## src/rtl/nbm_pkg.sv

```systemverilog
package nbm_pkg;
  localparam int ADDR_NIB = 4;
  localparam int BURST_NIB = 16;
  localparam int IDX_W = $clog2(BURST_NIB);

  typedef enum logic [2:0] {
    ST_IDLE,
    ST_WAIT,
    ST_ADDR,
    ST_DATA,
    ST_ECHO
  } busState_t;

  typedef enum logic [1:0] {
    SRC_ADDR,
    SRC_WRITE,
    SRC_ECHO
  } nibSrc_t;

  typedef struct packed {
    logic grab;
    logic sample;
    logic wrLoad;
    nibSrc_t src;
    logic [IDX_W-1:0] nibIdx;
  } dpCtrl_t;
endpackage

```

## src/rtl/nbm_idle_detect.sv

```systemverilog
module nbm_idle_detect #(
  parameter int CNT_W = 16
) (
  input  logic             clk,
  input  logic             rstN,
  input  logic             armed,
  input  logic             hostClk1,
  input  logic             hostClk2,
  input  logic             hostCeN,
  input  logic [CNT_W-1:0] idleLimit,
  output logic             idleOk
);
  localparam int LINES = 3;

  logic [LINES-1:0] rawIn;
  logic [LINES-1:0] syncA;
  logic [LINES-1:0] syncB;
  logic [1:0]       clkPrev;
  logic             clkEdge;
  logic             released;
  logic [CNT_W-1:0] quietCnt;

  assign rawIn = {hostCeN, hostClk2, hostClk1};

  for (genvar i = 0; i < LINES; i++) begin : g_sync
    always_ff @(posedge clk or negedge rstN) begin
      if (!rstN) begin
        syncA[i] <= 1'b0;
        syncB[i] <= 1'b0;
      end else begin
        syncA[i] <= rawIn[i];
        syncB[i] <= syncA[i];
      end
    end
  end

  always_ff @(posedge clk or negedge rstN) begin
    if (!rstN) clkPrev <= '0;
    else       clkPrev <= syncB[1:0];
  end

  assign clkEdge  = |(clkPrev ^ syncB[1:0]);
  assign released = syncB[2];

  always_ff @(posedge clk or negedge rstN) begin
    if (!rstN) begin
      quietCnt <= '0;
    end else if (!armed || clkEdge || !released) begin
      quietCnt <= '0;
    end else if (quietCnt != idleLimit) begin
      quietCnt <= quietCnt + 1'b1;
    end
  end

  assign idleOk = armed && released && !clkEdge && (quietCnt == idleLimit);
endmodule

```

## src/rtl/nbm_clkgen.sv

```systemverilog
module nbm_clkgen #(
  parameter int QTR_CYC = 2,
  localparam int BIT_CYC = 8 * QTR_CYC,
  localparam int CYC_W = $clog2(BIT_CYC)
) (
  input  logic             active,
  input  logic [CYC_W-1:0] bitCyc,
  output logic             busClk1,
  output logic             busClk2
);
  logic [2:0] phase;

  if ((QTR_CYC & (QTR_CYC - 1)) == 0) begin : g_shift
    localparam int SH = $clog2(QTR_CYC);
    assign phase = 3'(bitCyc >> SH);
  end else begin : g_div
    assign phase = 3'(bitCyc / CYC_W'(QTR_CYC));
  end

  // phase 1 low in 0,1,4,5 ; phase 2 low in 1,2,5,6 (quarter period behind)
  assign busClk1 = !active || phase[1];
  assign busClk2 = !active || (phase[1] ~^ phase[0]);
endmodule

```

## src/rtl/nbm_ctrl.sv

```systemverilog
module nbm_ctrl
  import nbm_pkg::*;
#(
  parameter int QTR_CYC = 2,
  parameter int STROBE_DLY = 1,
  localparam int BIT_CYC = 8 * QTR_CYC,
  localparam int CYC_W = $clog2(BIT_CYC)
) (
  input  logic             clk,
  input  logic             rstN,
  input  logic             startReq,
  input  logic             writeMode,
  input  logic             echoMode,
  input  logic             idleOk,
  output logic             armed,
  output logic             active,
  output logic [CYC_W-1:0] bitCyc,
  output logic             busCeN,
  output logic             busOpN,
  output logic             busDataOe,
  output logic             wrTake,
  output logic             busy,
  output logic             done,
  output dpCtrl_t          dpc
);
  busState_t        state;
  logic [IDX_W-1:0] bitIdx;
  logic             modeWr;
  logic             modeEcho;
  logic             doneQ;
  logic             bitEnd;
  logic             lastBit;
  logic             holdOff;

  assign bitEnd  = (bitCyc == CYC_W'(BIT_CYC - 1));
  assign lastBit = (state == ST_ADDR) ? (bitIdx == IDX_W'(ADDR_NIB - 1))
                                      : (bitIdx == IDX_W'(BURST_NIB - 1));

  always_ff @(posedge clk or negedge rstN) begin
    if (!rstN) begin
      state    <= ST_IDLE;
      bitCyc   <= '0;
      bitIdx   <= '0;
      modeWr   <= 1'b0;
      modeEcho <= 1'b0;
      doneQ    <= 1'b0;
    end else begin
      doneQ <= 1'b0;
      unique case (state)
        ST_IDLE: begin
          if (startReq) begin
            state    <= ST_WAIT;
            modeWr   <= writeMode;
            modeEcho <= echoMode;
          end
        end
        ST_WAIT: begin
          if (idleOk) begin
            state  <= ST_ADDR;
            bitCyc <= '0;
            bitIdx <= '0;
          end
        end
        default: begin
          if (!bitEnd) begin
            bitCyc <= bitCyc + 1'b1;
          end else begin
            bitCyc <= '0;
            if (!lastBit) begin
              bitIdx <= bitIdx + 1'b1;
            end else begin
              bitIdx <= '0;
              if (state == ST_ADDR) begin
                state <= ST_DATA;
              end else if (state == ST_DATA && !modeWr && modeEcho) begin
                state <= ST_ECHO;
              end else begin
                state <= ST_IDLE;
                doneQ <= 1'b1;
              end
            end
          end
        end
      endcase
    end
  end

  // strobes wait for the delayed point after the first phase-2 fall of a segment
  assign holdOff = (bitIdx == '0) && (bitCyc < CYC_W'(QTR_CYC + STROBE_DLY));

  assign armed  = (state == ST_WAIT);
  assign active = (state == ST_ADDR) || (state == ST_DATA) || (state == ST_ECHO);
  assign busy   = (state != ST_IDLE);
  assign done   = doneQ;

  assign busCeN = !(((state == ST_ADDR) && !holdOff) || (state == ST_DATA));
  assign busOpN = !(((state == ST_ADDR) && !holdOff) ||
                    ((state == ST_DATA) && modeWr) ||
                    ((state == ST_ECHO) && !holdOff));
  assign busDataOe = (state == ST_ADDR) || ((state == ST_DATA) && modeWr) ||
                     (state == ST_ECHO);

  always_comb begin
    dpc.grab   = (state == ST_IDLE) && startReq;
    dpc.sample = (state == ST_DATA) && !modeWr && (bitCyc == CYC_W'(4 * QTR_CYC));
    dpc.wrLoad = bitEnd && modeWr &&
                 (((state == ST_ADDR) && lastBit) ||
                  ((state == ST_DATA) && bitIdx[0] && !lastBit));
    dpc.nibIdx = bitIdx;
    unique case (state)
      ST_DATA: dpc.src = SRC_WRITE;
      ST_ECHO: dpc.src = SRC_ECHO;
      default: dpc.src = SRC_ADDR;
    endcase
  end

  assign wrTake = dpc.wrLoad;
endmodule

```

## src/rtl/nbm_datapath.sv

```systemverilog
module nbm_datapath
  import nbm_pkg::*;
(
  input  logic        clk,
  input  logic        rstN,
  input  dpCtrl_t     dpc,
  input  logic [15:0] startAddr,
  input  logic [7:0]  wrByte,
  input  logic [3:0]  busDataIn,
  output logic [3:0]  busDataOut,
  output logic [7:0]  rdByte,
  output logic        rdValid
);
  logic [15:0] addrQ;
  logic [7:0]  wrQ;
  logic [3:0]  lowNib;
  logic [3:0]  capNib [BURST_NIB];
  logic [3:0]  addrNib [ADDR_NIB];

  for (genvar k = 0; k < ADDR_NIB; k++) begin : g_addr
    assign addrNib[k] = addrQ[4*k +: 4];
  end

  always_ff @(posedge clk or negedge rstN) begin
    if (!rstN) begin
      addrQ   <= '0;
      wrQ     <= '0;
      lowNib  <= '0;
      rdByte  <= '0;
      rdValid <= 1'b0;
    end else begin
      rdValid <= 1'b0;
      if (dpc.grab)   addrQ <= startAddr;
      if (dpc.wrLoad) wrQ   <= wrByte;
      if (dpc.sample) begin
        if (!dpc.nibIdx[0]) begin
          lowNib <= busDataIn;
        end else begin
          rdByte  <= {busDataIn, lowNib};
          rdValid <= 1'b1;
        end
      end
    end
  end

  for (genvar k = 0; k < BURST_NIB; k++) begin : g_cap
    always_ff @(posedge clk or negedge rstN) begin
      if (!rstN)                                         capNib[k] <= '0;
      else if (dpc.sample && dpc.nibIdx == IDX_W'(k))    capNib[k] <= busDataIn;
    end
  end

  always_comb begin
    unique case (dpc.src)
      SRC_WRITE: busDataOut = dpc.nibIdx[0] ? wrQ[7:4] : wrQ[3:0];
      SRC_ECHO:  busDataOut = capNib[dpc.nibIdx];
      default:   busDataOut = addrNib[dpc.nibIdx[1:0]];
    endcase
  end
endmodule

```

## src/rtl/nbm_dump_master.sv

```systemverilog
module nbm_dump_master
  import nbm_pkg::*;
#(
  parameter int QTR_CYC = 2,
  parameter int STROBE_DLY = 1,
  parameter int CNT_W = 16
) (
  input  logic             clk,
  input  logic             rstN,
  input  logic             startReq,
  input  logic             writeMode,
  input  logic             echoMode,
  input  logic [15:0]      startAddr,
  input  logic [CNT_W-1:0] idleLimit,
  input  logic             hostClk1,
  input  logic             hostClk2,
  input  logic             hostCeN,
  input  logic [3:0]       busDataIn,
  input  logic [7:0]       wrByte,
  output logic             busClk1,
  output logic             busClk2,
  output logic             busCeN,
  output logic             busOpN,
  output logic [3:0]       busDataOut,
  output logic             busDataOe,
  output logic [7:0]       rdByte,
  output logic             rdValid,
  output logic             wrTake,
  output logic             busy,
  output logic             done
);
  localparam int CYC_W = $clog2(8 * QTR_CYC);

  dpCtrl_t          dpc;
  logic             armed;
  logic             idleOk;
  logic             active;
  logic [CYC_W-1:0] bitCyc;

  nbm_idle_detect #(.CNT_W(CNT_W)) u_idle (
    .clk(clk), .rstN(rstN), .armed(armed),
    .hostClk1(hostClk1), .hostClk2(hostClk2), .hostCeN(hostCeN),
    .idleLimit(idleLimit), .idleOk(idleOk)
  );

  nbm_ctrl #(.QTR_CYC(QTR_CYC), .STROBE_DLY(STROBE_DLY)) u_ctrl (
    .clk(clk), .rstN(rstN), .startReq(startReq), .writeMode(writeMode),
    .echoMode(echoMode), .idleOk(idleOk), .armed(armed), .active(active),
    .bitCyc(bitCyc), .busCeN(busCeN), .busOpN(busOpN), .busDataOe(busDataOe),
    .wrTake(wrTake), .busy(busy), .done(done), .dpc(dpc)
  );

  nbm_clkgen #(.QTR_CYC(QTR_CYC)) u_clk (
    .active(active), .bitCyc(bitCyc), .busClk1(busClk1), .busClk2(busClk2)
  );

  nbm_datapath u_dp (
    .clk(clk), .rstN(rstN), .dpc(dpc), .startAddr(startAddr), .wrByte(wrByte),
    .busDataIn(busDataIn), .busDataOut(busDataOut), .rdByte(rdByte),
    .rdValid(rdValid)
  );
endmodule

```

## config.mk

```make
export PLATFORM = sky130hd
export DESIGN_NAME = nbm_dump_master
export DESIGN_NICKNAME = d
export VERILOG_FILES = /design/src/rtl/nbm_pkg.sv /design/src/rtl/nbm_idle_detect.sv /design/src/rtl/nbm_clkgen.sv /design/src/rtl/nbm_ctrl.sv /design/src/rtl/nbm_datapath.sv /design/src/rtl/nbm_dump_master.sv
export SDC_FILE = /design/constraint.sdc
export NUM_CORES = 1
export LEC_CHECK = 0
export ABC_AREA = 1
export BUFFER_PORTS_ARGS = -buffer_cell sky130_fd_sc_hd__buf_2
export CAP_MARGIN = 20
export CORE_MARGIN = 8
export CORE_UTILIZATION = 28
export CTS_CLUSTER_SIZE = 8
export DETAILED_ROUTE_END_ITERATION = 16
export PLACE_DENSITY = 0.43
export SETUP_SLACK_MARGIN = 0.15
export SLEW_MARGIN = 15
export SYNTH_ARGS = -nofsm -noshare
export SYNTH_HDL_FRONTEND = slang
export SYNTH_SLANG_ARGS = --single-unit
```

## constraint.sdc

```tcl
create_clock -name clk -period 3.2 [get_ports clk]
set_clock_uncertainty 0.05 [all_clocks]
set_input_delay 0.16 -clock clk [delete_from_list [all_inputs] [get_ports clk]]
set_output_delay 0.16 -clock clk [all_outputs]
set_load 0.1 [all_outputs]
```

### Word-level counts from Yosys, hierarchy flattened

Cells that the tools add are included.

| word-level totals | value |
|---|---|
| word-level logic and storage cells | 174 |
| output and inout bits | 21 |
| input bits | 52 |
| bits in registers | 139 |

| operators by class | value |
|---|---|
| equality and inequality tests | 27 |
| mux-type cells | 32 |
| reductions and logical operators | 68 |
| add/sub/neg operators | 3 |
| bitwise gates (word level) | 6 |
| $lt $le $gt $ge | 3 |

Operators with widths:

| kind | number |
|---|---|
| $eq 4x4->1 const B | 10 |
| $mux 4 | 9 |
| $logic_and 1x1->1 | 32 |
| $mux 16 | 2 |
| $pmux 4 s2 | 3 |
| $mux 3 | 6 |
| $add 16x1->16 const B | 1 |
| $bmux 4 s4 | 1 |
| $eq 16x16->1 | 1 |
| $eq 4x3->1 const B | 4 |
| $ne 16x16->1 | 1 |
| $logic_or 1x1->1 | 12 |
| $logic_not 1->1 | 9 |
| $reduce_bool 3->1 | 3 |
| $add 4x1->4 const B | 2 |
| $bmux 4 s2 | 1 |
| $eq 4x2->1 const B | 2 |
| $mux 1 | 8 |
| $reduce_and 2->1 | 4 |
| $eq 3x2->1 const B | 2 |
| $pmux 3 s2 | 1 |
| $ge 5x5->1 const B | 1 |
| $not 4->5 | 1 |
| $eq 4x1->1 const B | 1 |
| other kinds (18) | 22 |

### Depth between registers and ports, before layout

| logic depth | value |
|---|---|
| word-level depth | 8 |
| mapped depth | 12 |
| depth with buffers taken out | 12 |

### Cells and area by module

A second synthesis with hierarchy kept.

| unflattened totals | value |
|---|---|
| cell total of the unflattened synthesis | 1,005 |
| area, all modules | 7,445.9 sq um |

Modules (own cells, without submodules):

| module | area each (sq um) | times used | cells each | sequential area each (sq um) |
|---|---|---|---|---|
| nbm_datapath | 4,658.2 | 1 | 588 | 2,527.4 |
| nbm_idle_detect | 1,815.5 | 1 | 284 | 600.6 |
| nbm_ctrl | 940.9 | 1 | 127 | 350.3 |
| nbm_clkgen | 31.3 | 1 | 6 | 0.0 |

### Least setup slack after synthesis

No wires, ideal clock.

| timing | value |
|---|---|
| path type | reg2out |
| start | reg u_ctrl.bitIdx[0] |
| end | out busOpN |
| arrival | 3.758 ns |
| path buffers | 3 |
| path slack | -0.768 ns |
| cell stages (with the launch flop) | 10 |
| required time | 2.990 ns |
| path through | dfrtp_1 > clkbuf_1 > inv_1 > buf_2 > buf_2 > ha_1 > inv_1 > nor2_1 > nand4_1 > a21boi_0 |

| on the way | value |
|---|---|
| word-level cells in the longest chain between the ends | 7 |
| elaborated cells on any way between the ends | 8 |
| those cells by class | 8 x reduce/logical |

RTL lines:

| item | RTL line | RTL |
|---|---|---|
| start: declaration | nbm_ctrl.sv:27 | `logic [IDX_W-1:0] bitIdx;` |
| start signal: assignment | nbm_ctrl.sv:70 | `bitIdx <= bitIdx + 1'b1;` |
| $logic_not 4->1 * | nbm_ctrl.sv:89 | `assign holdOff = (bitIdx == '0) && (bitCyc < CYC_W'(QTR_CYC + STROBE_DLY));` |
| $logic_and 1x1->1 * | nbm_ctrl.sv:89 |  |
| $logic_not 1->1 * | nbm_ctrl.sv:97, nbm_ctrl.sv:99 |  |
| $logic_and 1x1->1 | nbm_ctrl.sv:97 | `assign busOpN = !(((state == ST_ADDR) && !holdOff) \|\|` |
| $logic_or 1x1->1 | nbm_ctrl.sv:97 |  |
| $logic_or 1x1->1 * | nbm_ctrl.sv:98 | `((state == ST_DATA) && modeWr) \|\|` |
| $logic_not 1->1 * | nbm_ctrl.sv:97 |  |
| end: declaration | nbm_dump_master.sv:23 | `output logic busOpN,` |

Every way passes the cells marked *; elsewhere a longest branch is shown, timed or not.

### Worst setup path after layout

| timing | value |
|---|---|
| start | reg u_ctrl.bitIdx[0] |
| end | out wrTake |

| on the way | value |
|---|---|
| word-level cells in the longest chain between the ends | 6 |
| elaborated cells on any way between the ends | 9 |
| those cells by class | 2 x eq/ne; 1 x mux; 6 x reduce/logical |

RTL lines:

| item | RTL line | RTL |
|---|---|---|
| $eq 4x4->1 or $eq 4x2->1 (tied branches) | nbm_ctrl.sv:37, nbm_ctrl.sv:36 |  |
| $mux 1 | nbm_ctrl.sv:36 | `assign lastBit = (state == ST_ADDR) ? (bitIdx == IDX_W'(ADDR_NIB - 1))` |
| $logic_not 1->1 | n/a |  |
| $logic_and 1x1->1 | nbm_ctrl.sv:108 | `((state == ST_DATA) && bitIdx[0] && !lastBit));` |
| $logic_or 1x1->1 * | nbm_ctrl.sv:107 | `(((state == ST_ADDR) && lastBit) \|\|` |
| $logic_and 1x1->1 * | nbm_ctrl.sv:106 | `dpc.wrLoad = bitEnd && modeWr &&` |
| end: declaration | nbm_dump_master.sv:28 | `output logic wrTake,` |

Marks and branches as above.

==> flow_summary_export.csv <==
group,metric,value,unit
run_status,status,"finished clean",
global_routing,grt_pass1_vias,5879,
placement,port_buffers,72,
timing,worst_slack,0.421,ns
timing,hold_viol_final,0,
power,cellInternalPower,3.28,mW
finish,finish.utilization,36.0,%
clocking,path_clk_slew,0.06,ns
die,rows,57,
power,power_density,472,nW/um^2
clocking,cts_tree,"yes",
die,die_area,30200,um^2
routing,drtAntennaViolNets,0,
timing,worst_hold_slack,0.228,ns
power,peakVddDrop,0.315,mV
finish,antenna-diode-count,0,
worst_setup_path,r2r-start,"u_ctrl.state[2]",
logic_synthesis,syn_nets,907,
logic_synthesis,synth_top_area_share,49.9,%
timing,slew_violations,0,
logic_synthesis,synthTopCellsByArea,"dfrtp_1, nand2_1, o21ai_0, nor2_1, o21ai_1",
clocking,htreeDepth,4,
finish,finalNetCount,1020,
worst_setup_path,regToRegEndpoint,"u_ctrl.bitCyc[2]",
routing,first_pass_iters,4,
finish,area_growth,25.9,%
power,finalPower,4.14,mW
logic_synthesis,syn-instance-count,847,
timing,tns,0,ns
clocking,clock_latency,0.42,ns
placement,place_inst,1235,
global_routing,overflow,0,
worst_setup_path,crit_type,"reg -> out",
run,maxCapViolCount,0,
placement,hpwlAfterDp,13300,um
logic_synthesis,ys_ff_latch,139,
placement,dpl_cell_area,7820,um^2
timing,slew_headroom,47.2,%
logic_synthesis,yosysSeqAreaShare,49.9,%
logic_synthesis,synthSimpleGateAreaFrac,26.8,%
routing,vias_per_cell,4.51,
clocking,cts-resized-gates,0,
finish,final_area,8780,um^2
routing,dr_total_vias,5847,
die,die_h,174,um
worst_setup_path,r2r_setup_slack,0.87,ns
clocking,post-cts-setup-buffers,0,
worst_setup_path,critical_path.max_fanout,25,
logic_synthesis,yosys.cell_types.count,34,
clocking,cts_buffer_depth,2,
power,pwr-share-comb,3.4,%
power,switching_share,20.8,%
worst_setup_path,r2r_cells,8,
worst_setup_path,startpoint,"u_ctrl.bitIdx[0]",
clocking,postCtsHoldBufs,30,
logic_synthesis,synth_warnings,0,
logic_synthesis,synth_top_area_cell,"dfrtp_1",
power,p_sw,0.862,mW
timing,max_clock_freq,360,MHz
die,die_w,174,um
die,start_util,28.6,%
clocking,clock-sinks,139,
die,io_pins,73,
power,leakagePower,4.41,nW
routing,wirelength,19000,um
global_routing,antenna_found_initial,0,
timing,fin_crit_sh,86.9,%
worst_setup_path,arrival,2.57,ns
logic_synthesis,synth_top_family_by_area,"simple AND/OR/NAND/NOR gates",
timing,setup_viol,0,
routing,wl_per_cell,14.6,um
global_routing,grt_util_all_layers,12.9,%
finish,finalNonFillerCells,1296,
clocking,cts_buffers,17,
timing,rsz0062_at_grt,"no",
power,power_frac_clock,54.0,%
global_routing,grt_pass1_wl,31600,um
clocking,cts_root_buf,"clkbuf_16",
placement,gp_congestion,0.770,
worst_setup_path,cp_data_required_time,2.99,ns
worst_setup_path,start_kind,"flop",
logic_synthesis,synth.mux.area_fraction,2.91,%
die,core,24400,um^2
placement,place_ws,0.847,ns
routing,drtIter0Drc,300,
logic_synthesis,synth_compound_area_share,12.9,%
worst_setup_path,endpoint,"wrTake",
power,p_seq_share,42.6,%
hold_path,hold_path_class,"in -> async",
worst_setup_path,end_kind,"output pin",
routing,drcViolationCount,0,
logic_synthesis,syn-cell-area,6970,um^2
finish,drive_above_1_share,18.4,%
logic_synthesis,synthXorXnorAreaFrac,0.503,%
logic_synthesis,synthAdderAreaFrac,1.44,%
logic_synthesis,syn_avg_cell_area,8.23,um^2
timing,worst_pin_slew,0.791,ns
global_routing,grt_max_degree,56,
timing,period_needed,2.78,ns
[synth_stat cells]
master	number
a21boi_0	1
inv_1	67
nand2_1	258
o21ai_0	70
o31ai_1	1
nor2_4	2
nand2_2	10
nand3b_1	1
a21oi_1	19
inv_2	5
nor3_1	8
nand3_4	3
mux2_2	18
clkbuf_1	15
xor2_1	2
o21ai_1	58
ha_1	8
nand4_1	12
o211ai_1	2
buf_6	2
nor3_2	1
o22ai_1	16
nor3_4	1
dfrtp_1	139
nor2_8	4
nor2_2	2
nor2_1	78
o21ai_2	4
xnor2_1	2
nor4_1	1
nand2_4	11
nand3_1	19
clkinv_4	1
buf_2	6
[power groups by stage]
stage	Sequential [mW]	Clock, mW	Combinational, mW
after detailed placement	1.80	0	0.118
after global placement	1.80	0	0.119
after CTS	1.76	2.29	0.147
final	1.76	2.24	0.140
after global routing	1.76	2.36	0.162
after floorplan	1.80	0	0.0290
[critical path, cell delays in order, from the launching register on]
cell	delay, ns
dfrtp_1	0.37
buf_4	0.27
ha_1	0.18
buf_4	0.15
inv_1	0.07
nor2_1	0.20
nand2_1	0.12
o211ai_1	0.10
nand2_1	0.23
inv_2	0.24
buf_12	0.20
[flip-flops by register name, indices dropped and copies added (netlist names)]
signal,cells
u_idle.quietCnt,16
u_dp.capNib,64
u_dp.lowNib,4
u_ctrl.modeWr,1
u_dp.wrQ,8
u_dp.rdByte,8
u_dp.rdValid,1
u_ctrl.bitCyc,4
u_idle.syncB,2
u_ctrl.done,1
u_ctrl.modeEcho,1
u_ctrl.state,3
u_idle.clkPrev,2
u_idle.syncA,3
u_ctrl.bitIdx,4
u_idle.released,1
u_dp.addrQ,16
[routing by layer]
| metal | part of all wire [%] | GRT usage, % |
|---|---|---|
| met5 | 0 | 0 |
| met4 | 0.94 | 3.42 |
| met3 | 2.8 | 2.70 |
| met2 | 47 | 20.9 |
| met1 | 49 | 17.1 |
[final cells by class]
type                       instances  area (um^2)
clock buffer                      19          433
clock inverter                    12          221
fill                            2595        15600
inverter                          73          279
multi-input combinational        612         3110
sequential                       139         3480
tap                              324          405
timing repair buffer             117          852
[cells in the final DEF (no fill, tap or decap), drive strengths merged, types with 4 or more instances in the layout]
cell type	count
nand2	279
dfrtp	139
o21ai	132
buf	87
nor2	86
inv	72
dlygate4sd3	30
nand3	22
a21oi	19
clkbuf	19
mux2	18
o22ai	16
nand4	12
nor3	10
ha	8
bufinv	6
clkinv	4
[how the worst min path moves through the flow]
stage                             endpoint  cells past startpoint  start
after global routing        u_dp.rdByte[0]                      2   rstN
final                       u_dp.rdByte[0]                      2   rstN
after detailed placement    u_dp.rdByte[0]                      1   rstN
after floorplan           u_ctrl.bitCyc[0]                      0   rstN
after CTS                   u_dp.rdByte[0]                      2   rstN
after global placement      u_dp.rdByte[0]                      1   rstN
[logic make-up (layout without fill, tap and decap cells)]
family | count (synthesis) | after routing
simple gates | 411 | 411
compound gates | 171 | 171
flops | 139 | 139
buf+inv | 96 | 221
mux | 18 | 18
fa+ha+maj | 8 | 8
xor+xnor | 4 | 4
No activity file was read; power rests on OpenSTA's default activity.
